**src/rtl/i2d_pkg.sv**
```systemverilog
package i2d_pkg;
   localparam int DBL_W    = 64;
   localparam int FRAC_W   = 52;
   localparam int EXP_W    = 11;
   localparam int EXP_BIAS = 1023;

   typedef enum logic [1:0] {
      RC_NEAREST = 2'b00,
      RC_DOWN    = 2'b01,
      RC_UP      = 2'b10,
      RC_ZERO    = 2'b11
   } rc_e;
endpackage

```
**src/rtl/i2d_srcsel.sv**
```systemverilog
module i2d_srcsel #(
   parameter int WIDE_W   = 64,
   parameter int NARROW_W = 32
) (
   input  logic [WIDE_W-1:0] src,
   input  logic              mode64,
   input  logic              opsize_w,
   output logic              neg,
   output logic [WIDE_W-1:0] mag
);
   localparam int EXT_W = WIDE_W - NARROW_W;

   logic              wide_sel;
   logic [WIDE_W-1:0] ext;

   // the W bit counts only in 64-bit mode
   assign wide_sel = mode64 & opsize_w;
   assign ext      = wide_sel ? src
                              : {{EXT_W{src[NARROW_W-1]}}, src[NARROW_W-1:0]};
   assign neg      = ext[WIDE_W-1];
   // the most negative value maps onto itself as an unsigned magnitude
   assign mag      = neg ? (~ext + 1'b1) : ext;
endmodule

```
**src/rtl/i2d_norm.sv**
```systemverilog
module i2d_norm #(
   parameter int WIDE_W = 64,
   localparam int LZ_W  = $clog2(WIDE_W + 1)
) (
   input  logic [WIDE_W-1:0] mag,
   output logic              is_zero,
   output logic [LZ_W-1:0]   lz,
   output logic [WIDE_W-1:0] norm
);
   always_comb begin
      lz = LZ_W'(WIDE_W);
      for (int i = 0; i < WIDE_W; i++) begin
         if (mag[i]) lz = LZ_W'(WIDE_W - 1 - i);
      end
   end

   assign is_zero = (mag == '0);
   assign norm    = mag << lz;
endmodule

```
**src/rtl/i2d_round.sv**
```systemverilog
module i2d_round
   import i2d_pkg::*;
#(
   parameter int WIDE_W = 64,
   localparam int LZ_W  = $clog2(WIDE_W + 1),
   localparam int DROP  = WIDE_W - 1 - FRAC_W
) (
   input  logic [WIDE_W-1:0] norm,
   input  logic [LZ_W-1:0]   lz,
   input  logic              is_zero,
   input  logic              neg,
   input  logic [1:0]        rc,
   output logic [DBL_W-1:0]  dbl,
   output logic              inexact
);
   logic [FRAC_W-1:0] frac;
   logic              guard, sticky, lost, up;
   logic [FRAC_W:0]   sum;
   logic [EXP_W-1:0]  exp_v;

   generate
      if (DROP >= 2) begin : g_rounded
         assign frac   = norm[WIDE_W-2 -: FRAC_W];
         assign guard  = norm[DROP-1];
         assign sticky = |norm[DROP-2:0];
      end else begin : g_exact
         assign frac   = FRAC_W'({norm[WIDE_W-2:0], {(FRAC_W-WIDE_W+1){1'b0}}});
         assign guard  = 1'b0;
         assign sticky = 1'b0;
      end
   endgenerate

   assign lost = guard | sticky;

   // round-up decision per mode
   always_comb begin
      unique case (rc_e'(rc))
         RC_NEAREST: up = guard & (sticky | frac[0]);
         RC_DOWN:    up = neg & lost;
         RC_UP:      up = ~neg & lost;
         default:    up = 1'b0;
      endcase
   end

   assign sum   = {1'b0, frac} + {{FRAC_W{1'b0}}, up};
   // a carry out of the fraction bumps the exponent
   assign exp_v = EXP_W'(EXP_BIAS + WIDE_W - 1) - EXP_W'(lz) + EXP_W'(sum[FRAC_W]);

   assign dbl     = is_zero ? '0 : {neg, exp_v, sum[FRAC_W-1:0]};
   assign inexact = ~is_zero & lost;
endmodule

```
**src/rtl/i2d_convert.sv**
```systemverilog
module i2d_convert
   import i2d_pkg::*;
#(
   parameter int WIDE_W   = 64,
   parameter int NARROW_W = 32,
   parameter int VEC_W    = 256
) (
   input  logic             clk,
   input  logic             rst_n,
   input  logic             in_valid,
   input  logic [63:0]      src_int,
   input  logic             mode64,
   input  logic             opsize_w,
   input  logic             vex_form,
   input  logic [1:0]       rc,
   input  logic [VEC_W-1:0] dst_prev,
   input  logic [VEC_W-1:0] vsrc1,
   output logic             out_valid,
   output logic [VEC_W-1:0] dst_out,
   output logic             inexact
);
   localparam int LANE_W  = DBL_W;
   localparam int N_LANES = VEC_W / LANE_W;
   localparam int LZ_W    = $clog2(WIDE_W + 1);

   generate
      if (WIDE_W != 64)            $error("WIDE_W must be 64");
      if (NARROW_W >= WIDE_W)      $error("NARROW_W must be below WIDE_W");
      if (VEC_W % LANE_W != 0)     $error("VEC_W must be a multiple of 64");
      if (N_LANES < 2)             $error("VEC_W must hold at least two lanes");
   endgenerate

   logic              neg, is_zero, inexact_c;
   logic [WIDE_W-1:0] mag, norm;
   logic [LZ_W-1:0]   lz;
   logic [DBL_W-1:0]  dbl;
   logic [VEC_W-1:0]  merged;

   i2d_srcsel #(.WIDE_W(WIDE_W), .NARROW_W(NARROW_W)) u_srcsel (
      .src(src_int), .mode64(mode64), .opsize_w(opsize_w), .neg(neg), .mag(mag)
   );

   i2d_norm #(.WIDE_W(WIDE_W)) u_norm (
      .mag(mag), .is_zero(is_zero), .lz(lz), .norm(norm)
   );

   i2d_round #(.WIDE_W(WIDE_W)) u_round (
      .norm(norm), .lz(lz), .is_zero(is_zero), .neg(neg), .rc(rc),
      .dbl(dbl), .inexact(inexact_c)
   );

   // lane merge
   for (genvar ln = 0; ln < N_LANES; ln++) begin : g_lane
      if (ln == 0) begin : g_low
         assign merged[LANE_W-1:0] = dbl;
      end else if (ln == 1) begin : g_mid
         assign merged[ln*LANE_W +: LANE_W] = vex_form ? vsrc1[ln*LANE_W +: LANE_W]
                                                       : dst_prev[ln*LANE_W +: LANE_W];
      end else begin : g_high
         assign merged[ln*LANE_W +: LANE_W] = vex_form ? '0
                                                       : dst_prev[ln*LANE_W +: LANE_W];
      end
   end

   always_ff @(posedge clk or negedge rst_n) begin
      if (!rst_n) begin
         out_valid <= 1'b0;
         dst_out   <= '0;
         inexact   <= 1'b0;
      end else begin
         out_valid <= in_valid;
         if (in_valid) begin
            dst_out <= merged;
            inexact <= inexact_c;
         end
      end
   end
endmodule

```
**config.mk**
```make
export PLATFORM = sky130hd
export DESIGN_NAME = i2d_convert
export DESIGN_NICKNAME = d
export VERILOG_FILES = /design/src/rtl/i2d_pkg.sv /design/src/rtl/i2d_srcsel.sv /design/src/rtl/i2d_norm.sv /design/src/rtl/i2d_round.sv /design/src/rtl/i2d_convert.sv
export SDC_FILE = /design/constraint.sdc
export NUM_CORES = 1
export LEC_CHECK = 0
export CELL_PAD_IN_SITES_DETAIL_PLACEMENT = 1
export CELL_PAD_IN_SITES_GLOBAL_PLACEMENT = 1
export CORE_AREA = 2 2 323 325
export CTS_CLUSTER_DIAMETER = 50
export DETAILED_ROUTE_END_ITERATION = 10
export DIE_AREA = 0 0 325 327
export DONT_BUFFER_PORTS = 1
export GPL_TIMING_DRIVEN = 0
export PLACE_DENSITY_LB_ADDON = 0.1
export RECOVER_POWER = 25
export SLEW_MARGIN = 20
export SYNTH_ARGS = -nofsm -noshare
export SYNTH_HDL_FRONTEND = slang
export SYNTH_HIERARCHICAL = 1
export SYNTH_SLANG_ARGS = --single-unit
```
**constraint.sdc**
```tcl
create_clock -name clk -period 1.2 [get_ports clk]
set_clock_uncertainty 0.2 [all_clocks]
set_input_delay 0.06 -clock clk [delete_from_list [all_inputs] [get_ports clk]]
set_output_delay 0.06 -clock clk [all_outputs]
set_load 0.02 [all_outputs]
```
==> flow_results.org <==
** Setup path
- Of all nets on the critical path, the largest fanout is 7.
- The slowest stage of the critical path is the or4_4 cell.
- On the worst path, the slowest cell contributes a delay of 0.62 ns.
- Data on the critical path is required at its endpoint by 1.52 ns.
- Kind of capture point of the worst setup path :: register
- By instance count, the cell type seen most on the critical path is buf_4.
- Worst setup SP type :: input port
- Critical path class :: input port to register
- STA puts the critical path data arrival time at 7.14 ns.
- Register-to-register setup slack :: -0.03 ns

** Placed design
- Routability-driven placement finished with a final weighted congestion of 0.905.
- Hpwl dp :: 90400 um
- Port buffering added 0 buffers.

** Clocking
- Cts bufs inserted :: 46
- Clock tree from TritonCTS :: done
- The cell sitting at the root of the clock tree is a clkbuf_16.
- The tree built by TritonCTS fans out to 258 sinks.
- CTS max path bufs :: 3
- After clock tree synthesis, the clock-pin slew on the worst setup and hold paths is 0.05 ns.
- H-tree levels :: 2
- The clock reaches the later pin of the worst-skew pair after 0.60 ns.

** Routing
- The first routing iteration left 1336 violations.
- Count of unresolved DRC violations after routing :: 0
- Mean number of vias per cell :: 5.05
- Routed length per placed instance :: 27.6 um
- Wire length reported by the detailed router :: 122000 um
- First-pass iteration count of the detailed router :: 5
- The detailed router placed 22.3k vias in this run.
- Antenna-violating nets left :: 0

** STA
- The final hold violation count is 263.
- On the final layout, the worst hold slack is -1.08 ns.
- The final critical path takes up 569% of the cycle.
- Measured slew at the worst slew-check pin :: 1.16 ns
- Final setup violating endpoints :: 324
- Total negative setup slack :: -367.42 ns
- Setup repair after global routing could not meet its margin everywhere.
- The count of pins over their slew limit was 0.
- Slew HR :: 22.5%
- Counting I/O delays and the setup requirement, the final critical path takes 6.82 ns.
- Setup slack on the critical path of the routed design comes to -5.62 ns.
- Timing-limited maximum frequency :: 0.147 GHz

** Power
- Sequential cell fraction of total power :: 27.8%
- In this run the power density over the cells is 1540 mW/mm2.
- Power dissipated by switching net loads :: 21.3 mW
- Sw frac :: 43.0%
- In this run, the clock network consumes 27.0% of the power.
- Peak supply drop :: 1.00 mV
- The analysis attributes to cell leakage a power of 12.3 nW.
- Logic gate share of total power :: 45.2%
- Cell internal power was estimated by the tool at 28.2 mW.

** Layout
- At the end of the flow, the number of nets in the layout was 3576.
- The library cells used most frequently in the layout, excluding fill and tap cells, are 394 x dlygate4sd3_1, 257 x dfrtp_2, 195 x buf_4, 190 x nor2_1, 158 x o21ai_0.
- At the end of the flow the core is filled with cells to 31.3%.
- In the final layout, the share of cells above drive strength 1 is 38.4%.
- The area growth from synthesis to layout is 62.5%.
- Leading cell type in the layout, fill and taps excluded :: dlygate4sd3_1

** Logic synthesis
- Synthesis produced a netlist with a net count of 2932.
- Number of cells produced by synthesis :: 2340
- The mapped netlist covers 0.0198 mm2.
- Number of warnings issued by yosys :: 6
- Syn avg cell area :: 8.46 um2

** Run
- Count of maximum capacitance violations :: 0

** GRT
- Largest net degree at the start of global routing :: 259
- The initial antenna violation count came to 11.
- Global routing consumed, over all layers together, 21.9% of the routing resources.
- The number of global-route vias before repair was 23.7k.
- The first global-routing pass estimated 174000 um of wire.
- For this run the aggregate overflow at the end of global routing stands at 0.

** Hold path
- Worst min-delay path class :: input port to asynchronous set/reset pin

** Floorplanning
- Pin placement for this block handled 842 I/O pins.
- Height of the die :: 327 um
- X dimension of the die :: 325 um
- Die Outline Area :: 0.106 mm2
- Starting Density :: 19.2%
- Row generation in the floorplan step produced 118 rows.
- The region available for standard cell placement spans 0.103 mm2.

** Run status
- Violations in the final reports :: hold timing, setup timing
- Result of the run :: finished with violations
power by group through the flow:
stage               clock [mW]  combinational [mW]  sequential [mW]
finish                    13.3                22.4             13.7
detailed placement           0                15.3             13.6
global route              14.1                23.6             13.9
global placement             0                15.2             13.6
CTS                       13.7                20.2             13.5
floorplan                    0                9.80             12.8
layout make-up:
cell class | count | area (um2)
repair buffers | 603 | 5740
inverters | 164 | 651
well taps | 1380 | 1730
fillers | 11800 | 70700
flip-flops and latches | 258 | 6780
multi-input cells | 1753 | 14500
clock inverters | 28 | 339
clock buffers | 56 | 1240
plain buffers | 158 | 1210
diodes | 9 | 22.5
layer usage:
metal  vias to the layer above  routed length, um  GRT usage (%)
li1                       9864                  -              -
met5                         -                 30              0
met3                       198               8100           4.70
met4                         4               4690           7.37
met2                       821              57200           36.0
met1                     11400              51600           28.3
through the flow:
stage / std cells / instance area, um2 / hold slack [ns] / total power [mW] / setup slack, ns
2_1_floorplan: 2340 / 20100 / -0.436 / 22.6 / -5.70
3_3_place_gp: 3720 / 21800 / -0.429 / 28.8 / -9.69
3_5_place_dp: 3720 / 21800 / -0.430 / 28.9 / -9.25
4_1_cts: 4341 / 30400 / -1.14 / 47.4 / -5.50
5_1_grt: 4402 / 32200 / -1.12 / 51.7 / -5.71
6_report: 4409 / 32200 / -1.08 / 49.5 / -5.62
sequential cells by signal (all words and copies together), names as in the netlist:
signal and cells:
dst_out 256, inexact 1, out_valid 1
timing repair:
action / 4_1_cts / 5_1_grt
pin swaps: 114 / 128
endpoints found under the setup margin: 323 / 515
hold endpoints to repair: 516 / 259
resized for setup: 485 / 463
gates cloned: 2 / 4
buffers inserted: 144 / 61
hold buffers: 396 / 1
final timing paths:
| kind | depth (start not counted) | to | from |
|---|---|---|---|
| worst max-delay path | 28 | dst_out[58]$_DFFE_PN0P_ | src_int[9] |
| worst min-delay path | 0 | dst_out[101]$_DFFE_PN0P_ | rst_n |
| worst max register to register | 1 | dst_out[58]$_DFFE_PN0P_ | dst_out[58]$_DFFE_PN0P_ |
| worst min register to register | 2 | dst_out[182]$_DFFE_PN0P_ | dst_out[182]$_DFFE_PN0P_ |
| max in group asynchronous | 0 | dst_out[216]$_DFFE_PN0P_ | rst_n |
| min in group clk | 4 | dst_out[134]$_DFFE_PN0P_ | vex_form |
critical path, delay by kind of cell:
kind / cells / cell delay [ns]
xor+xnor: 1 / 0.12
buf+inv: 5 / 0.88
compound gates: 9 / 2.63
fa+ha+maj: 2 / 0.40
mux: 1 / 0.27
simple gates: 10 / 2.75
Power figures use the tool's default switching activity.
